===== src/rtl/lutalu_pkg.sv =====
package lutalu_pkg;
  localparam int TBL_W = 8;
  localparam int CFG_W = 2 * TBL_W;

  typedef struct packed {
    logic [TBL_W-1:0] cry_tbl;
    logic [TBL_W-1:0] sum_tbl;
  } lut_cfg_t;

  // Look up entry {a,b,c} of an 8-entry truth table, a being the MSB of the index.
  function automatic logic lut3(input logic [TBL_W-1:0] tbl, input logic a,
                                input logic b, input logic c);
    return tbl[{a, b, c}];
  endfunction
endpackage


===== src/rtl/lutalu_cfg_reg.sv =====
module lutalu_cfg_reg
  import lutalu_pkg::*;
#(
  parameter logic [CFG_W-1:0] RST_VAL = '0
) (
  input  logic             clk,
  input  logic             rst_n,
  input  logic             load,
  input  logic [CFG_W-1:0] cfg_d,
  output lut_cfg_t         cfg_q
);
  always_ff @(posedge clk) begin
    if (!rst_n)    cfg_q <= lut_cfg_t'(RST_VAL);
    else if (load) cfg_q <= lut_cfg_t'(cfg_d);
  end

  // without a strobe the stored tables do not move
  a_r2_hold: assert property (@(posedge clk) disable iff (!rst_n)
    !load |=> $stable(cfg_q));
  // with a strobe the word presented at the edge is captured
  a_r2_load: assert property (@(posedge clk) disable iff (!rst_n)
    load |=> (cfg_q == $past(cfg_d)));
endmodule


===== src/rtl/lutalu_slice.sv =====
module lutalu_slice
  import lutalu_pkg::*;
(
  input  lut_cfg_t cfg,
  input  logic     a_bit,
  input  logic     b_bit,
  input  logic     c_in,
  output logic     r_bit,
  output logic     c_out
);
  always_comb begin
    r_bit = lut3(cfg.sum_tbl, a_bit, b_bit, c_in);
    c_out = lut3(cfg.cry_tbl, a_bit, b_bit, c_in);
  end
endmodule


===== src/rtl/lutalu_core.sv =====
module lutalu_core
  import lutalu_pkg::*;
#(
  parameter int               WIDTH   = 8,
  parameter logic [CFG_W-1:0] RST_CFG = '0
) (
  input  logic             clk,
  input  logic             rst_n,
  input  logic [WIDTH-1:0] a_in,
  input  logic [WIDTH-1:0] b_in,
  input  logic             cin,
  input  logic [CFG_W-1:0] cfg_word,
  input  logic             cfg_load,
  output logic [WIDTH-1:0] res,
  output logic             cout
);
  localparam int EXT_W = WIDTH + 1;

  lut_cfg_t         cfg_q;
  logic [WIDTH:0]   chain;

  lutalu_cfg_reg #(.RST_VAL(RST_CFG)) cfg_i (
    .clk   (clk),
    .rst_n (rst_n),
    .load  (cfg_load),
    .cfg_d (cfg_word),
    .cfg_q (cfg_q)
  );

  assign chain[0] = cin;

  for (genvar i = 0; i < WIDTH; i++) begin : g_slice
    lutalu_slice slice_i (
      .cfg   (cfg_q),
      .a_bit (a_in[i]),
      .b_bit (b_in[i]),
      .c_in  (chain[i]),
      .r_bit (res[i]),
      .c_out (chain[i+1])
    );
  end

  assign cout = chain[WIDTH];

  // first cycle out of reset, all-zero tables give zero outputs
  a_r1_reset_zero: assert property (@(posedge clk) disable iff (!rst_n)
    ($rose(rst_n) && RST_CFG == '0) |-> (res == '0 && !cout));
  // add encoding matches integer addition
  a_r5_add: assert property (@(posedge clk) disable iff (!rst_n)
    (cfg_q == 16'hE896) |->
      ({cout, res} == (EXT_W'(a_in) + EXT_W'(b_in) + EXT_W'(cin))));
  // subtract encoding with carry-in set gives b - a and no-borrow flag
  a_r6_sub: assert property (@(posedge clk) disable iff (!rst_n)
    (cfg_q == 16'h8E69 && cin) |->
      (res == WIDTH'(b_in - a_in) && cout == (b_in >= a_in)));
  // shift encoding moves b up one place
  a_r8_shift: assert property (@(posedge clk) disable iff (!rst_n)
    (cfg_q == 16'hCCAA && !cin) |->
      (res == {b_in[WIDTH-2:0], 1'b0} && cout == b_in[WIDTH-1]));
endmodule


===== config.mk =====
export PLATFORM = sky130hd
export DESIGN_NAME = lutalu_core
export DESIGN_NICKNAME = d
export VERILOG_FILES = /design/src/rtl/lutalu_pkg.sv /design/src/rtl/lutalu_cfg_reg.sv /design/src/rtl/lutalu_slice.sv /design/src/rtl/lutalu_core.sv
export SDC_FILE = /design/constraint.sdc
export NUM_CORES = 1
export LEC_CHECK = 0
export CAP_MARGIN = 20
export CELL_PAD_IN_SITES_DETAIL_PLACEMENT = 0
export CELL_PAD_IN_SITES_GLOBAL_PLACEMENT = 1
export CORE_MARGIN = 10
export CORE_UTILIZATION = 50
export CTS_CLUSTER_DIAMETER = 40
export DETAILED_ROUTE_END_ITERATION = 7
export DONT_BUFFER_PORTS = 1
export GPL_ROUTABILITY_DRIVEN = 0
export PLACE_DENSITY_LB_ADDON = 0.1
export SLEW_MARGIN = 5
export SYNTH_ARGS = -nofsm -noshare
export SYNTH_HDL_FRONTEND = slang
export SYNTH_SLANG_ARGS = --single-unit
export TNS_END_PERCENT = 50

===== constraint.sdc =====
create_clock -name clk -period 7.65 [get_ports clk]
set_input_delay 0.3825 -clock clk [delete_from_list [all_inputs] [get_ports clk]]
set_output_delay 0.3825 -clock clk [all_outputs]
set_load 0.02 [all_outputs]

# --- After elaboration in Yosys (flattened, before gate mapping) ---
# Cells that the tools add are included.
totals:
  regBits: 16
  output_inout_bits: 9
  wordCells: 42
op_classes:
  order_cmp: 8
  n_mux: 32
op_table:
  columns: ["operator", "count"]
  rows:
  - ["$bmux 1 s3", 16]
  - ["$lt 3x4->1 const B", 8]
  - ["$mux 1", 16]

# --- Longest topological paths before layout ---
# Gate-level depths: netlist of the first run.
logic_depth:
  depth_word: 16
  mapped_depth: 13
  mapped_depth_nobuf: 11

# --- Hierarchy ---
# A second synthesis of the first run with hierarchy kept.
unflattened:
  hier_cells: 99
  area_unflattened_um2: 1636.6
modules_own_cells:
  columns: ["mod", "n_inst", "cells_each", "area_per_inst_um2", "seq_area_each_um2"]
  rows:
  - ["lutalu_slice", 8, 6, 127.6, 0.0]
  - ["lutalu_cfg_reg", 1, 51, 615.6, 320.3]

# --- Worst setup path after synthesis of the first run ---
# OpenSTA, ideal clock, no wires.
synth_timing:
  path_type: "in2out"
  startpoint: "input cin"
  endpoint: "output res[7]"
  arrival_ns: 3.986
  required_ns: 7.267
  slack_ns: 3.282
  path_stages: 12
  cell_sequence: "mux4_1 > mux2i_4 > mux2i_1 > mux2_1 > o21ai_1 > nor4_1 > nor3_2 > mux4_2 > mux2i_2 > mux2_4 > mux2_4 > buf_4"
synth_between:
  elab_chain_len: 16
synth_lines:
  columns: ["item", "line_no", "source"]
  rows:
  - ["from (decl)", "lutalu_core.sv:11", "input logic cin,"]
  - ["$bmux 1 s3", "lutalu_pkg.sv:13", "return tbl[{a, b, c}];"]
  - ["$mux 1 (implied by the code)", "lutalu_pkg.sv:13", null]
  - ["$bmux 1 s3", "lutalu_pkg.sv:13", null]
  - ["$mux 1 (implied by the code)", "lutalu_pkg.sv:13", null]
  - ["$bmux 1 s3", "lutalu_pkg.sv:13", null]
  - ["$mux 1 (implied by the code)", "lutalu_pkg.sv:13", null]
  - ["$bmux 1 s3", "lutalu_pkg.sv:13", null]
  - ["$mux 1 (implied by the code)", "lutalu_pkg.sv:13", null]
  - ["$bmux 1 s3", "lutalu_pkg.sv:13", null]
  - ["$mux 1 (implied by the code)", "lutalu_pkg.sv:13", null]
  - ["$bmux 1 s3", "lutalu_pkg.sv:13", null]
  - ["$mux 1 (implied by the code)", "lutalu_pkg.sv:13", null]
  - ["$bmux 1 s3", "lutalu_pkg.sv:13", null]
  - ["$mux 1 (implied by the code)", "lutalu_pkg.sv:13", null]
  - ["$bmux 1 s3", "lutalu_pkg.sv:13", null]
  - ["$mux 1 (implied by the code)", "lutalu_pkg.sv:13", null]
  - ["to (decl)", "lutalu_core.sv:14", "output logic [WIDTH-1:0] res,"]
# Every way passes these cells. The select of a mux whose other input is x is not followed.

# --- Worst setup path after layout of the first run ---
layout_timing:
  startpoint: "register cfg_i.cfg_q[9] (netlist name)"
  endpoint: "output cout"
layout_between:
  elab_chain_len: 16
layout_lines:
  columns: ["item", "line_no", "source"]
  rows:
  - ["$bmux 1 s3", "lutalu_pkg.sv:13", null]
  - ["$mux 1 (implied by the code)", "lutalu_pkg.sv:13", null]
  - ["$bmux 1 s3", "lutalu_pkg.sv:13", null]
  - ["$mux 1 (implied by the code)", "lutalu_pkg.sv:13", null]
  - ["$bmux 1 s3", "lutalu_pkg.sv:13", null]
  - ["$mux 1 (implied by the code)", "lutalu_pkg.sv:13", null]
  - ["$bmux 1 s3", "lutalu_pkg.sv:13", null]
  - ["$mux 1 (implied by the code)", "lutalu_pkg.sv:13", null]
  - ["$bmux 1 s3", "lutalu_pkg.sv:13", null]
  - ["$mux 1 (implied by the code)", "lutalu_pkg.sv:13", null]
  - ["$bmux 1 s3", "lutalu_pkg.sv:13", null]
  - ["$mux 1 (implied by the code)", "lutalu_pkg.sv:13", null]
  - ["$bmux 1 s3", "lutalu_pkg.sv:13", null]
  - ["$mux 1 (implied by the code)", "lutalu_pkg.sv:13", null]
  - ["$bmux 1 s3 (*)", "lutalu_pkg.sv:13", null]
  - ["$mux 1 (implied by the code) (*)", "lutalu_pkg.sv:13", null]
  - ["to (decl)", "lutalu_core.sv:15", "output logic cout"]
# Mark *: on every way between the ends. The rest lies on a longest branch, timed or not. The select of a mux whose other input is x is not followed.

==> results of run 1 <==
## how the worst max path moves through the flow
stage / from / endpoint / slack, ns
2_1_floorplan: cin / res[7] / 3.28
3_3_place_gp: cfg_i.cfg_q[9] / cout / 3.11
3_5_place_dp: cfg_i.cfg_q[11] / cout / 3.03
4_1_cts: cfg_i.cfg_q[9] / cout / 2.74
5_1_grt: cfg_i.cfg_q[9] / cout / 2.42
6_report: cfg_i.cfg_q[9] / cout / 2.68
## cells by family (layout without fill, tap and decap cells)
group / count (synthesis) / after routing / synth area share
flip-flops: 16 / 16 / 0.1679
AND/OR/NAND/NOR: 39 / 39 / 0.1174
buffers and inverters: 26 / 5 / 0.06688
multiplexers: 70 / 70 / 0.6223
AO/OA/AOI/OAI: 7 / 7 / 0.02558
## cells in the final DEF (no fill, tap or decap)
master	synthesis	routed
a21oi_1	2	2
a2bb2oi_1	2	2
and2_1	3	3
clkbuf_8	0	4
dfxtp_1	16	16
inv_1	1	1
mux2_1	1	1
mux2_2	6	6
mux2_4	3	3
mux2i_1	25	25
mux2i_2	1	1
mux2i_4	1	1
mux4_1	9	9
mux4_2	24	24
nand2_1	7	7
nand2b_1	4	4
nor2_1	2	2
nor2b_1	16	16
nor3_1	1	1
nor3_2	1	1
nor4_1	3	3
o21ai_1	1	1
o22ai_1	1	1
o32a_1	1	1
or3_1	2	2
## metal layers
layer,global-route usage,share of wire,vias up
met2,0.2563,0.52,45
met3,0.03603,0.067,5
li1,-,-,582
met1,0.1889,0.40,670
met5,0,0,-
met4,0.03061,0.0078,0
## cell type report
class / count / area [µm²] / area share
flip-flops and latches: 16 / 320.3 / 0.1686
clock buffers: 4 / 55.05 / 0.02899
multi-input cells: 116 / 1460 / 0.7688
well taps: 48 / 60.06 / 0.03162
inverters: 1 / 3.754 / 0.001976
## critical path: cells and delay by family, from the launching register on
| kind | cells | cell delay (ns) |
|---|---|---|
| AO/OA/AOI/OAI | 1 | 0.24 |
| multiplexers | 8 | 3.14 |
| AND/OR/NAND/NOR | 2 | 0.49 |
| flip-flops | 1 | 0.45 |
## where the power goes
group | switching (mW) | internal (mW) | total, mW
Combinational | 0.0308 | 0.0511 | 0.0820
Sequential | 0.0153 | 0.0884 | 0.104
Clock | 0.0294 | 0.0457 | 0.0751
==> impl_metrics.py, run 1 <==
metrics = {
    "outcome": {
        "status": "finished clean",
    },
    "finish": {
        "largest-register": "cfg_i.cfg_q",
        "instances_no_fill": 185,
        "largest_reg_flops": 16,
        "fin_nets": 174,
        "drive_gt1_frac": 0.2920,
        "largestRegisters": "cfg_i.cfg_q x16",
        "diodes": 0,
        "fin_area_mm2": 0.001899,
        "area_delta_synth_final_pct": -0.4591,
        "final_util": 0.5149,
        "fillers": 331,
    },
    "worst_setup_path": {
        "crit_fanout": 12,
        "end_kind": "output pin",
        "crit_chain": "mux4_1, mux2i_4, mux2i_1, mux2_1, o21ai_1, nor4_1, nor3_2, mux4_2, mux2i_2, mux2_4, mux2_4",
        "worstReg2RegEnd": "cfg_i.cfg_q[9]",
        "timing.rr.start": "cfg_i.cfg_q[9]",
        "worst_path_largest_cell_delay_ns": 0.61,
        "start_kind": "flip-flop",
        "cpMostUsedCell": "mux2_4",
        "crit_type": "reg2out",
        "cp.arrival_ns": 4.58,
        "r2r_slack_ns": 6.73,
        "crit_slowest_cell": "mux4_1",
        "required_ns": 7.27,
        "ff2ff_path_depth": 2,
    },
    "synth": {
        "synth_common_cells": "mux2i_1 (25), mux4_2 (24), dfxtp_1 (16), nor2b_1 (16), clkbuf_1 (14)",
        "synth_top_flop_cell": "dfxtp_1",
        "yosysMostFrequentCell": "mux2i_1",
        "synth-edff-count": 0,
        "synth_cells": 158,
        "ys.warnings.count": 0,
        "async_flop_share": 0,
        "ys_ff_latch": 16,
        "yosysTopAreaCellShare": 0.2833,
        "synth_cell_types": 27,
        "yosysTopAreaCell": "mux4_2",
        "netlist_area_mm2": 0.001908,
        "ys_seq_area_frac": 0.1679,
        "synth.avg_cell_area_um2": 12.08,
        "syn_nets": 194,
        "yosys-top-cells-area": "mux4_2 (28%), dfxtp_1 (17%), mux2i_1 (13%)",
    },
    "flow_run": {
        "maxCapViolations": 0,
    },
    "timing": {
        "finClkSkew_ns": 0,
        "hold_slack_ns": 0.2613,
        "fin_ws_ns": 2.684,
        "timing.final.hold_violations": 0,
        "tightest_slew_ns": 0.4636,
        "period_minus_slack_ns": 4.966,
        "slew_headroom": 0.6905,
        "rsz0062_at_grt": "false",
        "fin_crit_sh": 0.6491,
        "setup_viol": 0,
        "setup_tns_ns": 0,
        "max_freq_ghz": 0.2014,
        "maxSlewViolCount": 0,
    },
    "worst_hold_path": {
        "hold_end": "cfg_i.cfg_q[10]",
        "hold_depth": 1,
        "hold_class": "in2reg",
        "hold_path_startpoint": "rst_n",
    },
    "floorplanning": {
        "fp-row-count": 22,
        "core_mm2": 0.003689,
        "die_w_um": 81.78,
        "io_pins": 45,
        "die_y_um": 81.78,
        "start_util": 0.5173,
        "dieArea_mm2": 0.006687,
    },
    "clocking": {
        "clkLatencyLatePin_ns": 0.25,
        "h-tree-depth": 1,
        "path_clk_slew_ns": 0.06,
        "cts_resized": 0,
        "clock_path_buffers": 2,
        "cts_sinks": 16,
        "cts_setup_buffers": 0,
        "cts_made_buffers": 3,
        "cts.hold.buffers_added": 0,
        "cts_root_buf": "clkbuf_8",
        "tritoncts": "yes",
    },
    "drt": {
        "first_pass_iters": 4,
        "num_vias": 1302,
        "drt-total-wl_um": 4754,
        "wl_per_cell_um": 25.70,
        "drcViolationCount": 0,
        "viasPerCell": 7.038,
        "drt_iter0_markers": 132,
        "detail-route-antenna-nets": 0,
    },
    "power_and_ir_drop": {
        "leakage_nw": 0.7533,
        "power_mw": 0.2607,
        "p_per_area_mw_per_mm2": 137.3,
        "vdd_drop_max_mv": 0.1350,
    },
    "global_route": {
        "grt-ovfl-total": 0,
        "first_global_vias": 1352,
        "grt_max_degree": 17,
        "grt_pass1_wl_um": 7748,
        "grtUsageTotal": 0.1502,
        "grt_antenna_before_repair": 0,
    },
    "place": {
        "place_inst": 181,
        "dp_slack_ns": 3.029,
        "port-buffer-count": 0,
        "placed_area_mm2": 0.001844,
        "dpl.hpwl_um": 3540,
    },
}
Power figures use the tool's default switching activity.
==> inputs of run 2 (changes only) <==
Clock period 7.65 ns to 4.77 ns, I/O delays scaled along.
==> run 2 against run 1 <==
  * Cell count increased by 4.3%
  * Global-route usage increased by 0.40 points
  * First-iteration DRC count decreased by 2.3%
  * Combinational power increased by 84%
  * Sequential cell count unchanged
  * Core utilization increased by 1.8 points
  * Routed wire length increased by 7.0%
  * Critical path type unchanged
  * Highest routed layer unchanged
==> impl_metrics.py, run 2 (synthesis results as in run 1) <==
metrics = {
    "finish": {
        "drive_gt1_frac": 0.3310,
        "area_delta_synth_final_pct": 3.017,
        "final_cell_mix": "mux2i_1 (25), mux4_2 (24), nor2b_1 (16), dfxtp_1 (16), mux4_1 (9)",
        "fin_nets": 182,
        "largest-register": "cfg_i.cfg_q",
        "diodes": 0,
        "mostFrequentLayoutCell": "mux2i_1",
        "fillers": 317,
        "largestRegisters": "cfg_i.cfg_q x16",
        "largest_reg_flops": 16,
    },
    "global_route": {
        "grt_pass1_wl_um": 7921,
        "first_global_vias": 1444,
        "grt-ovfl-total": 0,
        "grt_antenna_before_repair": 0,
        "grtUsageTotal": 0.1542,
        "grt_max_degree": 17,
    },
    "timing": {
        "timing.final.hold_violations": 0,
        "max_freq_ghz": 0.2192,
        "setup_viol": 0,
        "fin_crit_sh": 0.9564,
        "slew_headroom": 0.6734,
        "period_minus_slack_ns": 4.562,
        "maxSlewViolCount": 0,
        "hold_slack_ns": 0.1172,
        "tightest_slew_ns": 0.4854,
        "rsz0062_at_grt": "false",
        "setup_tns_ns": 0,
        "finClkSkew_ns": 0,
    },
    "outcome": {
        "status": "finished clean",
    },
    "worst_setup_path": {
        "timing.rr.start": "cfg_i.cfg_q[1]",
        "worst_path_largest_cell_delay_ns": 0.54,
        "end_kind": "output pin",
        "crit_slowest_cell": "mux4_1",
        "crit_type": "reg2out",
        "crit_fanout": 5,
        "crit_family": "multiplexers",
        "start_kind": "flip-flop",
        "crit_chain": "mux4_1, mux2i_4, mux4_1, a2bb2oi_1, o22ai_1, o32a_1, nor3_4, mux4_2, mux2i_2, mux2_4, mux2_4",
        "startpoint": "cfg_i.cfg_q[12]",
        "required_ns": 4.53,
        "path_buf_inv": 0,
        "cp.arrival_ns": 4.32,
    },
    "drt": {
        "viasPerCell": 7.155,
        "first_pass_iters": 4,
        "detail-route-antenna-nets": 0,
        "num_vias": 1381,
        "drcViolationCount": 0,
        "drt_iter0_markers": 129,
        "wl_per_cell_um": 26.36,
        "drt-total-wl_um": 5088,
    },
    "clocking": {
        "cts_setup_buffers": 0,
        "cts_made_buffers": 3,
        "clock_path_buffers": 2,
        "path_clk_slew_ns": 0.06,
        "cts_sinks": 16,
        "cts_root_buf": "clkbuf_8",
        "tritoncts": "yes",
        "h-tree-depth": 1,
        "clkLatencyLatePin_ns": 0.25,
    },
    "place": {
        "port-buffer-count": 0,
        "dpl.hpwl_um": 3750,
    },
    "power_and_ir_drop": {
        "comb_power_share": 0.354,
        "p_per_area_mw_per_mm2": 216.5,
        "power.internal_mw": 0.3027,
        "leakage_nw": 0.7984,
        "switchingPower_mw": 0.1230,
        "pwr-share-seq": 0.366,
        "clkPwrFrac": 0.280,
        "switching_share": 0.2889,
        "vdd_drop_max_mv": 0.1510,
    },
    "worst_hold_path": {
        "hold_class": "in2reg",
        "hold_path_startpoint": "rst_n",
    },
    "floorplanning": {
        "start_util": 0.5173,
        "fp-row-count": 22,
        "core_mm2": 0.003689,
        "die_w_um": 81.78,
        "io_pins": 45,
        "dieArea_mm2": 0.006687,
        "die_y_um": 81.78,
    },
    "flow_run": {
        "maxCapViolations": 0,
    },
}
[run 2: cell count changes in the layout (fill, tap and decap cells not counted)]
| cell | before | now |
|---|---|---|
| buf_4 | 0 | 8 |
| nor3_2 | 1 | 0 |
| nor3_4 | 0 | 1 |
[run 2: final timing paths]
kind,to,slack [ns],cells past startpoint
max,res[7],0.21,11
min reg2reg,cfg_i.cfg_q[0],0.68,2
max reg2reg,cfg_i.cfg_q[1],3.91,2
min,cfg_i.cfg_q[15],0.12,1
[run 2: power groups by stage]
| stage | combinational, mW | sequential, mW | clock, mW |
|---|---|---|---|
| 2_1_floorplan | 0.147 | 0.151 | 0 |
| 3_3_place_gp | 0.147 | 0.158 | 0 |
| 3_5_place_dp | 0.150 | 0.158 | 0 |
| 4_1_cts | 0.150 | 0.155 | 0.122 |
| 5_1_grt | 0.161 | 0.156 | 0.129 |
| 6_report | 0.151 | 0.156 | 0.119 |
[run 2: routing by layer]
layer / routed length, µm / share of wire / vias to the layer above / track usage
met4: 27 / 0.0053 / 0 / 0.03912
met2: 2787 / 0.55 / 90 / 0.2821
li1: - / - / 594 / -
met1: 1735 / 0.34 / 693 / 0.1691
met3: 538 / 0.11 / 4 / 0.04694
met5: 0 / 0 / - / 0
[run 2: stage by stage]
step / utilization / area [µm²] / setup WS, ns / power [mW] / std cells
after floorplan: - / 1908 / 0.6709 / 0.2982 / 158
after global placement: 0.5163 / 1904 / 0.5757 / 0.3049 / 189
after detailed placement: 0.5163 / 1904 / 0.4549 / 0.3079 / 189
after CTS: 0.5312 / 1959 / 0.1666 / 0.4272 / 193
after global routing: 0.5329 / 1966 / 0.03310 / 0.4465 / 193
final: 0.5329 / 1966 / 0.2080 / 0.4256 / 193
[run 2: area by class of cell]
cell class	count	area [µm²]	area share
clock buffers	4	55.05	0.02801
multi-input cells	116	1466	0.7460
inverters	1	3.754	0.001910
well taps	48	60.06	0.03055
repair buffers	8	60.06	0.03055
flip-flops and latches	16	320.3	0.1630
[run 2: repair_timing]
item,4_1_cts,5_1_grt
endpoints found under the setup margin,0,3
hold buffers,0,0
gates resized for setup,0,1
==> inputs of run 3 (changes only) <==
--- a/constraint.sdc
+++ b/constraint.sdc
@@ -3,2 +3,2 @@
 set_output_delay 0.2385 -clock clk [all_outputs]
-set_load 0.02 [all_outputs]
+set_load 0.05 [all_outputs]
==> run 3 against run 2 <==
  * Cell count is the same
  * Core utilization grew 0.10 points
  * Clock skew is the same
  * Combinational power grew 15%
  * Fmax down 0.18%
  * Power rose by 4.9%
  * Critical path depth stayed put
  * Global-route usage is essentially flat
==> impl_metrics.py, run 3 (synthesis results as in run 1) <==
metrics = {
    "drt": {
        "viasPerCell": 7.244,
        "drt-total-wl_um": 5028,
        "wl_met2_um": 2599,
        "first_pass_iters": 5,
        "wl_met3_um": 339,
        "detail-route-antenna-nets": 0,
        "num_vias": 1398,
        "top_layer": "met4",
        "wl_met1_um": 2039,
        "drt_iter0_markers": 139,
        "drcViolationCount": 0,
        "wl_per_cell_um": 26.05,
    },
    "floorplanning": {
        "fp-row-count": 22,
        "die_y_um": 81.78,
        "die_w_um": 81.78,
        "dieArea_mm2": 0.006687,
        "core_mm2": 0.003689,
        "start_util": 0.5173,
        "io_pins": 45,
    },
    "place": {
        "dpl.hpwl_um": 3721,
        "dp_slack_ns": 0.4354,
        "placed_area_mm2": 0.001904,
        "port-buffer-count": 0,
    },
    "worst_setup_path": {
        "crit_type": "reg2out",
        "required_ns": 4.53,
        "crit_family": "multiplexers",
        "cp.depth": 11,
        "end_kind": "output pin",
        "crit_chain": "mux4_1, mux2i_4, mux4_1, a2bb2oi_1, o22ai_1, o32a_1, nor3_4, mux4_2, mux2i_2, mux4_2, mux2_2",
        "crit_slowest_cell": "mux4_1",
        "start_kind": "flip-flop",
        "crit_fanout": 5,
        "cp.arrival_ns": 4.33,
        "path_buf_inv": 0,
        "worst_path_largest_cell_delay_ns": 0.54,
        "ff2ff_path_depth": 2,
    },
    "timing": {
        "timing.final.hold_violations": 0,
        "setup_tns_ns": 0,
        "finClkSkew_ns": 0,
        "hold_slack_ns": 0.1197,
        "fin_crit_sh": 0.9581,
        "max_freq_ghz": 0.2188,
        "tightest_slew_ns": 0.4743,
        "fin_ws_ns": 0.1998,
        "maxSlewViolCount": 0,
        "setup_viol": 0,
        "period_minus_slack_ns": 4.570,
        "slew_headroom": 0.6809,
        "rsz0062_at_grt": "false",
    },
    "finish": {
        "fin_nets": 182,
        "final_cell_mix": "mux4_2 (24), mux2i_1 (24), nor2b_1 (16), dfxtp_1 (16), mux4_1 (9)",
        "area_delta_synth_final_pct": 3.213,
        "ff_latch_area_um2": 320.3,
        "largestRegisters": "cfg_i.cfg_q x16",
        "multi_input_area_mm2": 0.001470,
        "fin_area_mm2": 0.001969,
        "largest_reg_flops": 16,
        "fillers": 337,
        "drive_gt1_frac": 0.3379,
        "largest-register": "cfg_i.cfg_q",
        "diodes": 0,
    },
    "power_and_ir_drop": {
        "p_per_area_mw_per_mm2": 226.8,
        "power_mw": 0.4466,
        "vdd_drop_max_mv": 0.1985,
        "leakage_nw": 0.7937,
    },
    "clocking": {
        "clkLatencyLatePin_ns": 0.25,
        "tritoncts": "yes",
        "path_clk_slew_ns": 0.06,
        "cts_sinks": 16,
        "h-tree-depth": 1,
        "clock_path_buffers": 2,
        "cts_root_buf": "clkbuf_8",
        "cts_setup_buffers": 0,
        "cts_made_buffers": 3,
    },
    "outcome": {
        "status": "finished clean",
    },
    "global_route": {
        "grt_antenna_before_repair": 0,
        "grt-ovfl-total": 0,
        "grtUsageTotal": 0.1543,
        "grt_pass1_wl_um": 8010,
        "grt_max_degree": 17,
        "first_global_vias": 1437,
    },
    "worst_hold_path": {
        "hold_class": "in2reg",
        "hold_depth": 1,
    },
    "flow_run": {
        "maxCapViolations": 0,
    },
}
## run 3: cell types whose count changed in the layout (fill, tap and decap cells not counted)
cell     change
mux2i_1      -1
mux2i_2      +1
## run 3: routing by layer
metal	vias up	global-route usage
met5	-	0
met4	0	0.03231
met3	12	0.03821
met2	80	0.2633
met1	713	0.1932
li1	593	-
## run 3: worst register-to-register path: cells and delay by family, from the launching register on
kind,cells,cell delay [ns]
simple gates,1,0.12
mux,1,0.13
flops,1,0.58
## run 3: final cells by class
type | count | area share
Clock buffer | 4 | 0.02795
Multi-Input combinational cell | 116 | 0.7465
Timing Repair Buffer | 8 | 0.03050
Sequential cell | 16 | 0.1626
Inverter | 1 | 0.001906
Tap cell | 48 | 0.03050
## run 3: path summary, 6_finish.rpt
kind | from | to | slack [ns]
min reg2reg | cfg_i.cfg_q[11] | cfg_i.cfg_q[11] | 0.69
max | cfg_i.cfg_q[12] | res[6] | 0.20
min | rst_n | cfg_i.cfg_q[3] | 0.12
max reg2reg | cfg_i.cfg_q[6] | cfg_i.cfg_q[6] | 3.88
## run 3: power by group
part           total [mW]  switching (mW)  leakage, nW  internal, mW
registers           0.156          0.0145        0.132         0.142
clock network       0.118          0.0444       0.0288        0.0732
logic               0.173          0.0845        0.633        0.0883
## run 3: through the flow
stage	util	std cells
finish	0.5339	193
global route	0.5339	193
CTS	0.5312	193
detailed placement	0.5163	189
global placement	0.5163	189
floorplan	-	158
## run 3: timing repair
action	4_1_cts	5_1_grt
hold buffers	0	0
resized for setup	0	2
endpoints found under the setup margin	0	3
